$ cat src/rtl/irqarb_pkg.sv
package irqarb_pkg;
  // Strobes from the lock controller to the datapath
  typedef struct packed {
    logic grab;      // take the current arbitration result
    logic clearWin;  // winner serviced: clear its pending latch
    logic freeLock;  // lock released
  } ctlStrobe_t;
endpackage

$ cat src/rtl/irqarb_datapath.sv
module irqarb_datapath
  import irqarb_pkg::*;
#(
  parameter int NUM_IRQ = 8,
  parameter int CODE_W  = $clog2(NUM_IRQ + 1)
) (
  input  logic               clk,
  input  logic               rstN,
  input  logic [NUM_IRQ-1:0] irqReq,
  input  logic               swiReq,
  input  logic               maskBit,
  input  ctlStrobe_t         ctl,
  output logic               anyEligible,
  output logic [CODE_W-1:0]  winCode
);
  logic [NUM_IRQ-1:0] hwPend;
  logic               swiPend;
  logic [CODE_W-1:0]  hwSel;
  logic               hwAny;
  logic [NUM_IRQ-1:0] clrHw;
  logic               clrSwi;

  // Fixed priority: the lowest pending index wins
  always_comb begin
    hwSel = '0;
    hwAny = 1'b0;
    for (int i = NUM_IRQ - 1; i >= 0; i--) begin
      if (hwPend[i]) begin
        hwSel = CODE_W'(i + 1);
        hwAny = 1'b1;
      end
    end
  end

  assign anyEligible = swiPend | (hwAny & ~maskBit);

  generate
    for (genvar g = 0; g < NUM_IRQ; g++) begin : g_clr
      assign clrHw[g] = ctl.clearWin && (winCode == CODE_W'(g + 1));
    end
  endgenerate
  assign clrSwi = ctl.clearWin && (winCode == '0);

  always_ff @(posedge clk) begin
    if (!rstN) begin
      hwPend  <= '0;
      swiPend <= 1'b0;
      winCode <= '0;
    end else begin
      hwPend  <= (hwPend & ~clrHw) | irqReq;
      swiPend <= (swiPend & ~clrSwi) | swiReq;
      if (ctl.grab) winCode <= swiPend ? '0 : hwSel;
    end
  end

  // a pending software interrupt always takes code 0
  assert_swi_first_R4: assert property (@(posedge clk) disable iff (!rstN)
    (ctl.grab && swiPend) |=> (winCode == '0));
  // a hardware grab can only happen while unmasked
  assert_mask_blocks_R5: assert property (@(posedge clk) disable iff (!rstN)
    (ctl.grab && !swiPend) |-> !maskBit);
  // servicing the software winner empties its latch
  assert_swi_clear_R7: assert property (@(posedge clk) disable iff (!rstN)
    (ctl.clearWin && winCode == '0 && !swiReq) |=> !swiPend);
endmodule

$ cat src/rtl/irqarb_control.sv
module irqarb_control
  import irqarb_pkg::*;
(
  input  logic       clk,
  input  logic       rstN,
  input  logic       procStart,
  input  logic       svcDone,
  input  logic       maskClr,
  input  logic       anyEligible,
  output ctlStrobe_t ctl,
  output logic       locked,
  output logic       setMask
);
  always_comb begin
    ctl.grab     = procStart && !locked && anyEligible;
    ctl.clearWin = locked && svcDone;
    ctl.freeLock = locked && (svcDone || maskClr);
  end

  always_ff @(posedge clk) begin
    if (!rstN) begin
      locked  <= 1'b0;
      setMask <= 1'b0;
    end else begin
      if (ctl.grab) locked <= 1'b1;
      else if (ctl.freeLock) locked <= 1'b0;
      setMask <= ctl.grab;
    end
  end

  // the lock is only taken on a processing-start strobe
  assert_start_only_R3: assert property (@(posedge clk) disable iff (!rstN)
    (!locked && !procStart) |=> !locked);
  // the lock holds until service or mask clear
  assert_lock_hold_R6: assert property (@(posedge clk) disable iff (!rstN)
    (locked && !svcDone && !maskClr) |=> locked);
  // service or mask clear drops the lock
  assert_release_R7: assert property (@(posedge clk) disable iff (!rstN)
    (locked && (svcDone || maskClr)) |=> !locked);
  // set-mask request is a single-cycle pulse
  assert_setmask_pulse_R9: assert property (@(posedge clk) disable iff (!rstN)
    setMask |=> !setMask);
endmodule

$ cat src/rtl/irq_arbiter.sv
module irq_arbiter
  import irqarb_pkg::*;
#(
  parameter int NUM_IRQ = 8,
  localparam int CODE_W = $clog2(NUM_IRQ + 1)
) (
  input  logic               clk,
  input  logic               rstN,
  input  logic [NUM_IRQ-1:0] irqReq,
  input  logic               swiReq,
  input  logic               maskBit,
  input  logic               procStart,
  input  logic               svcDone,
  input  logic               maskClr,
  output logic [CODE_W-1:0]  vecIdx,
  output logic               vecValid,
  output logic               setMask
);
  ctlStrobe_t ctl;
  logic       anyEligible;

  irqarb_control u_ctrl (
    .clk(clk), .rstN(rstN), .procStart(procStart), .svcDone(svcDone),
    .maskClr(maskClr), .anyEligible(anyEligible), .ctl(ctl),
    .locked(vecValid), .setMask(setMask)
  );

  irqarb_datapath #(.NUM_IRQ(NUM_IRQ), .CODE_W(CODE_W)) u_dp (
    .clk(clk), .rstN(rstN), .irqReq(irqReq), .swiReq(swiReq),
    .maskBit(maskBit), .ctl(ctl), .anyEligible(anyEligible),
    .winCode(vecIdx)
  );

  // the set-mask pulse coincides with a rising lock
  assert_setmask_lock_R9: assert property (@(posedge clk) disable iff (!rstN)
    setMask |-> (vecValid && !$past(vecValid)));
endmodule

$ cat config.mk
export PLATFORM = sky130hd
export DESIGN_NAME = irq_arbiter
export DESIGN_NICKNAME = d
export VERILOG_FILES = /design/src/rtl/irqarb_pkg.sv /design/src/rtl/irqarb_datapath.sv /design/src/rtl/irqarb_control.sv /design/src/rtl/irq_arbiter.sv
export SDC_FILE = /design/constraint.sdc
export NUM_CORES = 1
export LEC_CHECK = 0
export BUFFER_PORTS_ARGS = -buffer_cell sky130_fd_sc_hd__buf_2
export CAP_MARGIN = 25
export CELL_PAD_IN_SITES_DETAIL_PLACEMENT = 0
export CELL_PAD_IN_SITES_GLOBAL_PLACEMENT = 1
export CORE_MARGIN = 3
export CORE_UTILIZATION = 34
export DETAILED_ROUTE_END_ITERATION = 12
export GPL_ROUTABILITY_DRIVEN = 0
export PLACE_DENSITY = 0.85
export SKIP_LAST_GASP = 1
export SLEW_MARGIN = 10
export SYNTH_ARGS = -nofsm -noshare
export SYNTH_HDL_FRONTEND = slang
export SYNTH_HIERARCHICAL = 1
export SYNTH_SLANG_ARGS = --single-unit
$ cat constraint.sdc
create_clock -name clk -period 1.75 [get_ports clk]
set_input_delay 0.35 -clock clk [delete_from_list [all_inputs] [get_ports clk]]
set_output_delay 0.35 -clock clk [all_outputs]
set_load 0.02 [all_outputs]
==> run_results.csv <==
group,metric,value,unit
timing,final_max_slew_viol_count,0,
synth,synth_nets,96,
critical_path,worst-setup-path-type,"register to register",
clock_network,cts_tree,"built",
synth,ys_warn_count,6,
outcome,status,"finished, final reports clean",
drt,vias,673,
drt,viasPerCell,5.14,
global_routing,use_met3,0.0386,
clock_network,clk_pin_slew,0.10,ns
pwr,p_sw,0.000204,W
global_routing,grt_pass1_vias,620,
die,rows,15,
global_routing,grt_use_met2,0.215,
place,place_ws,0.0721,ns
critical_path,crit_slowest_cell,"dfxtp_2",
pwr,p_total,0.000705,W
die,die_w,50.4,um
pwr,clkPwrFrac,0.290,
timing,relSlewSlack,0.809,
die,fp.coreArea,1800,um2
critical_path,path_cells,"nor4_4 > a31oi_1 > or2_1 > nand2_1 > nor2_2 > nor2b_4 > a21oi_1 > a21boi_1",
drt,drt_iter0_drc,13,
timing,min_period,1.61,ns
clock_network,clkLatencyLatePin,0.29,ns
pwr,seqPwrFrac,0.559,
synth,synth.avg_cell_area,8.28,um2
min_path,min_path_type,"primary input to register",
clock_network,clk_root_buffer_cell,"clkbuf_4",
pwr,internal_power,0.000501,W
synth,syn_area,671,um2
global_routing,grt-busiest-layer,"met2",
clock_network,numCtsBuffers,3,
pwr,p_leak,0.384,nW
pwr,swShare,0.289,
cells_and_area,final_common_cell,"buf_2",
timing,finalHoldViolCount,0,
timing,finalSetupTns,0,ns
drt,wl_per_cell,12.8,um
drt,drt_pass1_iterations,4,
die,start_util,0.372,
min_path,hold_depth,3,
die,fp.dieH,50.4,um
cells_and_area,final_cell_mix,"buf_2 (20), dfxtp_1 (13), nor2_1 (10)",
global_routing,grt_pass1_wl,2700,um
cells_and_area,area_delta_synth_final,27.1,%
clock_network,clock_sinks,15,
critical_path,endpoint_kind,"register",
cells_and_area,n_antenna_cell,0,
timing,period_share,0.920,
clock_network,htree_levels,1,
critical_path,required,1.93,ns
pwr,vdd_ir_drop_max,0.446,mV
timing,rsz0062_at_grt,"false",
global_routing,antenna_found_initial,0,
global_routing,met1_usage,0.181,
drt,antenna_left,0,
cells_and_area,nNetsFinal,122,
global_routing,grtUsageTotal,0.142,
global_routing,grt-ovfl-total,0,
drt,routed_wl,1680,um
critical_path,cp_slowest_stage_delay,0.36,ns
critical_path,reg2reg_depth,8,
clock_network,clock_path_buffers,2,
flow_run,cap_violations,0,
global_routing,grt_max_degree,18,
drt,drc,0,
die,ios,21,
timing,max_freq,0.621,GHz
timing,fin_skew,0.00766,ns
critical_path,crit_path_start_kind,"register",
critical_path,cp.arrival,1.79,ns
place,dp_hpwl,1260,um
place,io_buffers,20,
pwr,combPwrFrac,0.151,
cells_and_area,fillers,200,
synth,syn_inst,81,
critical_path,crit_path_max_fanout,4,
timing,timing.final.ws_setup,0.140,ns
pwr,power.density,828,nW/um2
timing,max_slew.worst_pin.slew,0.286,ns
timing,setup_violations,0,
die,dieArea,2540,um2
cells_and_area,drive_gt1_frac,0.302,
[timing repair]
action,4_1_cts,5_1_grt
buffers inserted,0,1
endpoints found under the setup margin,0,4
hold buffers,0,0
gates resized for setup,0,5
[power by group through the flow]
stage / combinational (W) / sequential [W] / clock (W)
floorplan: 0.0000544 / 0.000401 / 0
global placement: 0.0000987 / 0.000398 / 0
detailed placement: 0.000101 / 0.000400 / 0
CTS: 0.000101 / 0.000392 / 0.000212
global route: 0.000120 / 0.000399 / 0.000225
finish: 0.000107 / 0.000394 / 0.000205
[layout make-up]
| type | instances | area (um2) | area share |
|---|---|---|---|
| clock buffer | 3 | 22.5 | 0.0264 |
| clock inverter | 1 | 5.00 | 0.00587 |
| inverter | 2 | 7.51 | 0.00881 |
| multi-input combinational | 63 | 368 | 0.432 |
| sequential | 15 | 303 | 0.355 |
| tap | 25 | 31.3 | 0.0367 |
| timing repair buffer | 22 | 115 | 0.135 |
[sequential cells by signal, indices dropped and copies added, names as in the netlist]
register,cells
u_ctrl/locked,1
u_dp/hwPend,8
u_ctrl/setMask,1
u_dp/swiPend,1
u_dp/winCode,4
[worst paths after layout]
check | start | endpoint | slack (ns)
worst min register to register | u_dp/hwPend[7] | u_dp/winCode[3] | 0.48
worst max-delay path | u_dp/hwPend[5] | u_dp/winCode[0] | 0.14
worst max register to register | u_dp/hwPend[5] | u_dp/winCode[0] | 0.14
worst min-delay path | irqReq[7] | u_dp/hwPend[7] | 0.26
[per-stage QoR]
stage | hold WS [ns] | instances | utilization | instance area, um2
floorplan | 0.442 | 81 | - | 671
finish | 0.265 | 131 | 0.473 | 852
CTS | 0.261 | 130 | 0.462 | 832
detailed placement | 0.475 | 126 | 0.447 | 805
global route | 0.282 | 131 | 0.473 | 852
global placement | 0.464 | 126 | 0.447 | 805
[worst max-delay path: cells and delay by family, from the launching register on]
kind | cells | cell delay [ns]
flip-flops | 1 | 0.36
AND/OR/NAND/NOR | 5 | 0.83
AO/OA/AOI/OAI | 3 | 0.32
[per-layer routing]
layer,wire [um],vias to the layer above
li1,-,342
met1,711,303
met5,0,-
met2,783,23
met3,144,5
met4,44,0
Note: power is estimated with default switching activity, not from simulation.
